===== src/rtl/dram_rfsh_pkg.sv =====
// Package dram_rfsh_pkg
// Shared state encoding and a small helper for the refresh scheduler.
// Assumes nothing beyond the IEEE 1800-2017 language.
package dram_rfsh_pkg;

    typedef enum logic [2:0] {
        ST_IDLE   = 3'd0,
        ST_SETUP  = 3'd1,
        ST_ACTIVE = 3'd2,
        ST_HOLD   = 3'd3,
        ST_PRECH  = 3'd4
    } rfsh_state_e;

    // Largest of four phase lengths, used to size the phase counter.
    function automatic int unsigned max4(input int unsigned a, input int unsigned b,
                                         input int unsigned c, input int unsigned d);
        int unsigned m;
        m = a;
        if (b > m) m = b;
        if (c > m) m = c;
        if (d > m) m = d;
        return m;
    endfunction

endpackage


===== src/rtl/rfsh_interval_timer.sv =====
// Module rfsh_interval_timer
// Emits a one-clock tick every INTERVAL clocks. The count runs down to zero
// and then reloads. Assumes INTERVAL >= 2.
module rfsh_interval_timer #(
    parameter int unsigned INTERVAL = 2001
) (
    input  logic clk,
    input  logic rst_n,
    output logic tick
);
    localparam int unsigned TW = $clog2(INTERVAL + 1);

    logic [TW-1:0] remain;

    // Down-counter that reloads after reaching zero.
    always_ff @(posedge clk) begin
        if (!rst_n) begin
            remain <= TW'(INTERVAL - 1);
        end else if (remain == '0) begin
            remain <= TW'(INTERVAL - 1);
        end else begin
            remain <= remain - 1'b1;
        end
    end

    assign tick = (remain == '0);

    // The count never exceeds the reload value.
    assert_timer_in_range_R2: assert property (@(posedge clk) disable iff (!rst_n)
        remain <= TW'(INTERVAL - 1));

endmodule


===== src/rtl/rfsh_backlog.sv =====
// Module rfsh_backlog
// Keeps the number of refreshes owed. Each tick adds one and each completed
// cycle removes one. The count saturates at MAX_OWED, and a tick that finds
// it full sets a sticky error. Assumes done is raised only while the count
// is nonzero.
module rfsh_backlog #(
    parameter int unsigned MAX_OWED = 8
) (
    input  logic                            clk,
    input  logic                            rst_n,
    input  logic                            tick,
    input  logic                            done,
    output logic [$clog2(MAX_OWED+1)-1:0]   owed,
    output logic                            lost
);
    localparam int unsigned OW = $clog2(MAX_OWED + 1);

    // Owed counter: up on tick, down on completion, net zero on both.
    always_ff @(posedge clk) begin
        if (!rst_n) begin
            owed <= '0;
        end else begin
            unique case ({tick, done})
                2'b10:   if (owed != OW'(MAX_OWED)) owed <= owed + 1'b1;
                2'b01:   owed <= owed - 1'b1;
                default: owed <= owed;
            endcase
        end
    end

    // Sticky loss flag: a tick arrived with no room left.
    always_ff @(posedge clk) begin
        if (!rst_n) begin
            lost <= 1'b0;
        end else if (tick && !done && (owed == OW'(MAX_OWED))) begin
            lost <= 1'b1;
        end
    end

    assert_owed_bounded_R8: assert property (@(posedge clk) disable iff (!rst_n)
        owed <= OW'(MAX_OWED));

    assert_err_sticky_R9: assert property (@(posedge clk) disable iff (!rst_n)
        lost |=> lost);

    assert_done_needs_owed_R7: assert property (@(posedge clk) disable iff (!rst_n)
        done |-> (owed != '0));

endmodule


===== src/rtl/rfsh_strobe_fsm.sv =====
// Module rfsh_strobe_fsm
// Sequences one CAS-before-RAS cycle through four phases: CAS setup, RAS
// low, CAS hold after RAS rises, and precharge. At the end of precharge it
// chains into another cycle if refreshes are still owed and the grant is
// still held. Assumes every phase length is >= 1 and that the grant is not
// withdrawn while the request is high.
module rfsh_strobe_fsm
    import dram_rfsh_pkg::*;
#(
    parameter int unsigned CSR_CYC  = 2,
    parameter int unsigned RAS_CYC  = 8,
    parameter int unsigned HOLD_CYC = 2,
    parameter int unsigned RP_CYC   = 6
) (
    input  logic clk,
    input  logic rst_n,
    input  logic gnt,
    input  logic owed_nz,
    output logic req,
    output logic ras_n,
    output logic cas_n,
    output logic done
);
    localparam int unsigned LONGEST = max4(CSR_CYC, RAS_CYC, HOLD_CYC, RP_CYC);
    localparam int unsigned CW      = $clog2(LONGEST + 1);

    rfsh_state_e   state;
    logic [CW-1:0] phase_left;
    logic          go;

    assign go = owed_nz && gnt;

    // Phase state and the cycles left in the current phase.
    always_ff @(posedge clk) begin
        if (!rst_n) begin
            state      <= ST_IDLE;
            phase_left <= '0;
        end else begin
            unique case (state)
                ST_IDLE: begin
                    if (go) begin
                        state      <= ST_SETUP;
                        phase_left <= CW'(CSR_CYC - 1);
                    end
                end
                ST_SETUP: begin
                    if (phase_left == '0) begin
                        state      <= ST_ACTIVE;
                        phase_left <= CW'(RAS_CYC - 1);
                    end else begin
                        phase_left <= phase_left - 1'b1;
                    end
                end
                ST_ACTIVE: begin
                    if (phase_left == '0) begin
                        state      <= ST_HOLD;
                        phase_left <= CW'(HOLD_CYC - 1);
                    end else begin
                        phase_left <= phase_left - 1'b1;
                    end
                end
                ST_HOLD: begin
                    if (phase_left == '0) begin
                        state      <= ST_PRECH;
                        phase_left <= CW'(RP_CYC - 1);
                    end else begin
                        phase_left <= phase_left - 1'b1;
                    end
                end
                ST_PRECH: begin
                    if (phase_left == '0) begin
                        state      <= go ? ST_SETUP : ST_IDLE;
                        phase_left <= go ? CW'(CSR_CYC - 1) : '0;
                    end else begin
                        phase_left <= phase_left - 1'b1;
                    end
                end
                default: begin
                    state      <= ST_IDLE;
                    phase_left <= '0;
                end
            endcase
        end
    end

    // Strobe and handshake decode from the registered state.
    always_comb begin
        ras_n = (state != ST_ACTIVE);
        cas_n = !((state == ST_SETUP) || (state == ST_ACTIVE) || (state == ST_HOLD));
        req   = owed_nz || (state != ST_IDLE);
        done  = (state == ST_HOLD) && (phase_left == '0);
    end

    assert_ras_needs_cas_R4: assert property (@(posedge clk) disable iff (!rst_n)
        !ras_n |-> !cas_n);

    assert_cas_leads_ras_R4: assert property (@(posedge clk) disable iff (!rst_n)
        $fell(ras_n) |-> $past(!cas_n));

    assert_cas_after_ras_R5: assert property (@(posedge clk) disable iff (!rst_n)
        $rose(cas_n) |-> (ras_n && $past(ras_n)));

    assert_start_needs_grant_R3: assert property (@(posedge clk) disable iff (!rst_n)
        ((state == ST_IDLE) && !gnt) |=> (state == ST_IDLE));

endmodule


===== src/rtl/dram_refresh_sched.sv =====
// Module dram_refresh_sched
// Top of the refresh scheduler. Derives the refresh period from the clock
// rate and the retention budget, keeps the owed count, and runs
// CAS-before-RAS cycles on the DRAM strobes after a request/grant handshake
// with the access sequencer. Assumes the sequencer holds the grant until the
// request falls.
module dram_refresh_sched
    import dram_rfsh_pkg::*;
#(
    parameter int unsigned CLK_KHZ      = 125000,
    parameter int unsigned RETENTION_US = 16400,
    parameter int unsigned ROWS         = 1024,
    parameter int unsigned BACKLOG_MAX  = 8,
    parameter int unsigned CAS_LANES    = 2,
    parameter int unsigned CSR_CYC      = 2,
    parameter int unsigned RAS_CYC      = 8,
    parameter int unsigned HOLD_CYC     = 2,
    parameter int unsigned RP_CYC       = 6
) (
    input  logic                               clk,
    input  logic                               rst_n,
    input  logic                               rfsh_gnt,
    output logic                               rfsh_req,
    output logic                               ras_n,
    output logic [CAS_LANES-1:0]               cas_n,
    output logic                               we_n,
    output logic [$clog2(BACKLOG_MAX+1)-1:0]   owed,
    output logic                               backlog_err
);
    localparam longint unsigned PERIOD_NUM = longint'(CLK_KHZ) * longint'(RETENTION_US);
    localparam longint unsigned PERIOD_DEN = 64'd1000 * longint'(ROWS);
    localparam int unsigned     INTERVAL   = int'(PERIOD_NUM / PERIOD_DEN);

    logic tick;
    logic done;
    logic cas_any_n;

    rfsh_interval_timer #(.INTERVAL(INTERVAL)) u_timer (
        .clk   (clk),
        .rst_n (rst_n),
        .tick  (tick)
    );

    rfsh_backlog #(.MAX_OWED(BACKLOG_MAX)) u_backlog (
        .clk   (clk),
        .rst_n (rst_n),
        .tick  (tick),
        .done  (done),
        .owed  (owed),
        .lost  (backlog_err)
    );

    rfsh_strobe_fsm #(
        .CSR_CYC  (CSR_CYC),
        .RAS_CYC  (RAS_CYC),
        .HOLD_CYC (HOLD_CYC),
        .RP_CYC   (RP_CYC)
    ) u_fsm (
        .clk     (clk),
        .rst_n   (rst_n),
        .gnt     (rfsh_gnt),
        .owed_nz (owed != '0),
        .req     (rfsh_req),
        .ras_n   (ras_n),
        .cas_n   (cas_any_n),
        .done    (done)
    );

    // Fan the single column strobe out to every byte lane.
    for (genvar g = 0; g < CAS_LANES; g++) begin : g_cas_lane
        assign cas_n[g] = cas_any_n;
    end

    // Write enable stays inactive: refresh never writes.
    assign we_n = 1'b1;

    assert_req_when_owed_R3: assert property (@(posedge clk) disable iff (!rst_n)
        (owed != '0) |-> rfsh_req);

    assert_owed_step_R7: assert property (@(posedge clk) disable iff (!rst_n)
        $past(rst_n) |-> (($past(owed) == owed) || ($past(owed) + 1'b1 == owed) ||
                          ($past(owed) == owed + 1'b1)));

endmodule


===== config.mk =====
export PLATFORM = sky130hd
export DESIGN_NAME = dram_refresh_sched
export DESIGN_NICKNAME = d
export VERILOG_FILES = /design/src/rtl/dram_rfsh_pkg.sv /design/src/rtl/rfsh_interval_timer.sv /design/src/rtl/rfsh_backlog.sv /design/src/rtl/rfsh_strobe_fsm.sv /design/src/rtl/dram_refresh_sched.sv
export SDC_FILE = /design/constraint.sdc
export NUM_CORES = 1
export LEC_CHECK = 0
export ABC_AREA = 1
export BUFFER_PORTS_ARGS = -buffer_cell sky130_fd_sc_hd__buf_2
export CORE_MARGIN = 2
export CORE_UTILIZATION = 50
export CTS_BUF_LIST = sky130_fd_sc_hd__clkbuf_8 sky130_fd_sc_hd__clkbuf_16
export CTS_CLUSTER_DIAMETER = 60
export DETAILED_ROUTE_END_ITERATION = 7
export MAX_ROUTING_LAYER = met4
export PLACE_DENSITY = 0.69
export SYNTH_ARGS = -nofsm -noshare
export SYNTH_HDL_FRONTEND = slang
export SYNTH_SLANG_ARGS = --single-unit
export TNS_END_PERCENT = 50

===== constraint.sdc =====
create_clock -name clk -period 2.3 [get_ports clk]
set_input_delay 0.575 -clock clk [delete_from_list [all_inputs] [get_ports clk]]
set_output_delay 0.575 -clock clk [all_outputs]
set_load 0.1 [all_outputs]

==> metrics.md <==
| Metric | Value |
|---|---|
| Status | `complete, no violations` |
| Library cells used by synthesis | `27` |
| All-Layer GR Usage | `0.1657` |
| First-pass GRT wire length | `4181 microns` |
| Number of fill cells | `248` |
| Resize count post-CTS | `0` |
| Post-synthesis sequential area ratio | `0.3491` |
| Critical Path Max Stage Delay | `460 ps` |
| CP Cell Sequence | `nor2_2 -> inv_2 -> nor2_2 -> nand3_2 -> buf_2` |
| Die ar. | `3064 sq um` |
| Top cells by count, synth | `nand2_1 (41), inv_1 (25), dfxtp_1 (23), a21oi_1 (13), nand3_1 (12)` |
| Post-Synth Adder-Cell Area | `0.01898` |
| Int Pwr | `786.9 uW` |
| DP HPWL | `1803 microns` |
| Sequential share of power | `0.318` |
| Final Util | `0.5813` |
| Die width | `55.36 microns` |
| Worst Path Required | `1730 ps` |
| Post-synth top area cell | `dfxtp_1` |
| Post-synth EDFFs | `0` |
| RSZ-0062 raised after global routing | `no` |
| CTS HTree Levels | `1` |
| Synth-to-layout area growth | `9.203%` |
| Max-cap violations | `0` |
| RR Startpoint | `u_timer.remain[0]$_SDFF_PP0_` |
| Setup Buffers After CTS | `0` |
| Pre-antenna DRT Iters | `4` |
| Clock skew | `5.112 ps` |
| Leakage power | `0.0007107 uW` |
| RD Place Congestion | `0.7926` |
| Fin nets | `203` |
| Area taken by multi-input logic gates | `709.4 sq um` |
| Ys async rst share | `0` |
| Per-cell routed wire length | `9.828 microns` |
| Syn Inst Count | `185` |
| Hold crit path type | `reg -> reg` |
| Final setup viols | `0` |
| Critical Path Source | `u_fsm.state[1]$_SDFFE_PN0P_` |
| Mean Syn Cell Area | `7.128 sq um` |
| Number of nets with antenna violations after routing | `0` |
| Clk buf depth | `2` |
| Largest family of logic cells by synthesized area | `simple AND/OR/NAND/NOR gates` |
| Initial antenna violation count | `0` |
| Final Cycle Share | `0.8612` |
| Number of port buffers | `11` |
| Hold WS | `456.4 ps` |
| Peak supply drop | `0.001101 V` |
| Height of the die | `55.36 microns` |
| CP max-delay cell | `dfxtp_1` |
| Most frequent cell after synthesis | `nand2_1` |
| Layout cells sized above 1 | `0.2589` |
| Most common cell on crit path | `nor2_2` |
| Comb pwr share | `0.528` |
| Max Slew Vio Count | `0` |
| Crit path time final | `1981 ps` |
| Worst-path clk slew | `80 ps` |
| Syn_nets | `190` |
| # DRC | `0` |
| Synth Area in Compound Gates | `0.1195` |
| HP Start | `u_timer.remain[0]$_SDFF_PP0_` |
| GRT overflow | `0` |
| Simple-gate area share of the yosys netlist | `0.3729` |
| FF+latch count, synth | `23` |
| Post-synthesis xor/xnor area fraction | `0.01992` |
| Sw frac | `0.5157` |
| Antenna diodes | `0` |
| Post-synth top flop | `dfxtp_1` |
| Post-synth top area share | `0.3491` |
| Critical path class | `reg -> out` |
| Crit end category | `output pin` |
| Starting Density | `0.5323` |
| Worst setup SP type | `flop` |
| CTS Buf Count | `3` |
| Via density | `4.850` |
| Max Clk Rate | `504.9 MHz` |
| Vias | `1101` |
| Synth area leaders | `dfxtp_1 (35%), nand2_1 (12%), inv_1 (7.1%)` |
| Cts hold-fix bufs | `0` |
| Largest net degree at the start of global routing | `14` |
| Crit path DAT | `1410 ps` |
| Crit Path Max Fanout | `5` |
| Vias in the first global route | `1032` |
| NetSw | `837.8 uW` |
| CTS root buffer | `clkbuf_8` |
| Final hold violations | `0` |
| Family with the most delay on the worst path | `buffers and inverters` |
| WP buf/inv | `2` |
| Clock Latency Late Sink | `260 ps` |
| IO Pins | `13` |
| First DRT Iteration DRCs | `26` |
| CTS tree | `built` |
| Mapped cell area | `1319 sq um` |
| FF+latch area | `460.4 sq um` |
| Multiplexer area fraction after synthesis | `0` |
| PwrDens | `1128 nW/um^2` |
| Clock share of power | `0.154` |
| Core ar. | `2477 sq um` |
| Setup TNS | `0 ps` |
| Rows | `18` |
| Synth warn | `0` |
| Clk sinks | `23` |
| Drt total wl | `2231 microns` |
## worst register-to-register path, stage by stage (launching register included)
cell and delay [ps]:
dfxtp_1 330, inv_1 60, ha_1 180, nand2_2 100, nor2_4 130, nand3_4 130, nand2_4 120, nand2_1 60
nand2_1 50, inv_1 40, ha_1 160, inv_1 50, nand2_1 60, nand2_1 60, nand3_1 70, nand2_1 60
inv_1 30
## per-layer routing
metal | wire (microns) | GRT usage | up-vias
met3 | 62 | 0.02810 | 4
met2 | 1021 | 0.2738 | 17
met1 | 1124 | 0.2104 | 480
li1 | - | - | 600
met4 | 23 | 0.04181 | 0
met5 | 0 | - | -
## layout make-up
class	instances	share of cell area
clock buffers	3	0.02867
flip-flops and latches	23	0.3197
repair buffers	11	0.03823
well taps	30	0.02606
clock inverters	1	0.003475
multi-input cells	124	0.4926
inverters	35	0.09123
## worst paths after layout
path / to / slack [ps] / cells after the start
max: rfsh_req / 320 / 5
min: u_timer.remain[0]$_SDFF_PP0_ / 460 / 1
max reg2reg: u_backlog.owed[2]$_SDFFE_PN0P_ / 530 / 16
min reg2reg: u_timer.remain[0]$_SDFF_PP0_ / 460 / 1
## power groups by stage
stage / registers, uW / clock network, uW / logic, uW
3_3_place_gp: 524 / 0 / 859
2_1_floorplan: 519 / 0 / 779
5_1_grt: 526 / 276 / 943
4_1_cts: 517 / 259 / 866
3_5_place_dp: 525 / 0 / 865
6_report: 517 / 251 / 857
## cell families after synthesis
kind of cell | count (synthesis)
and+or+nand+nor | 89
buffers and inverters | 38
AOI/OAI and AO/OA | 29
DFF | 23
xor gates and xnor gates | 3
adders and majority gates | 2
other | 1
## registers in the layout, summed over array words and instances, names as in the netlist
name	cells
u_backlog.owed	4
u_fsm.state	3
u_backlog.lost	1
u_fsm.phase_left	4
u_timer.remain	11
## placed cells by master, fill, tap and decap left out, types with 3 or more instances in the layout
cell / synthesis / layout
nand3_4: 3 / 3
dfxtp_1: 23 / 23
clkbuf_8: 0 / 3
nand2_2: 7 / 7
o21ai_0: 9 / 9
nand3_1: 12 / 11
nor2_4: 4 / 4
nor2_2: 4 / 4
buf_2: 0 / 11
nor2_1: 9 / 9
inv_2: 10 / 10
xor2_1: 3 / 3
inv_1: 25 / 25
a21oi_1: 13 / 13
nand2_1: 41 / 41
## through the flow
stage	std cells	worst slack, ps	total power, uW	cell area (sq um)
after floorplan	185	40.19	1298	1324
after global placement	223	619.2	1383	1394
after detailed placement	223	542.3	1390	1394
after CTS	227	308.0	1641	1440
after global routing	227	246.1	1745	1440
final	227	319.2	1625	1440
(Power assumes the default switching activity.)
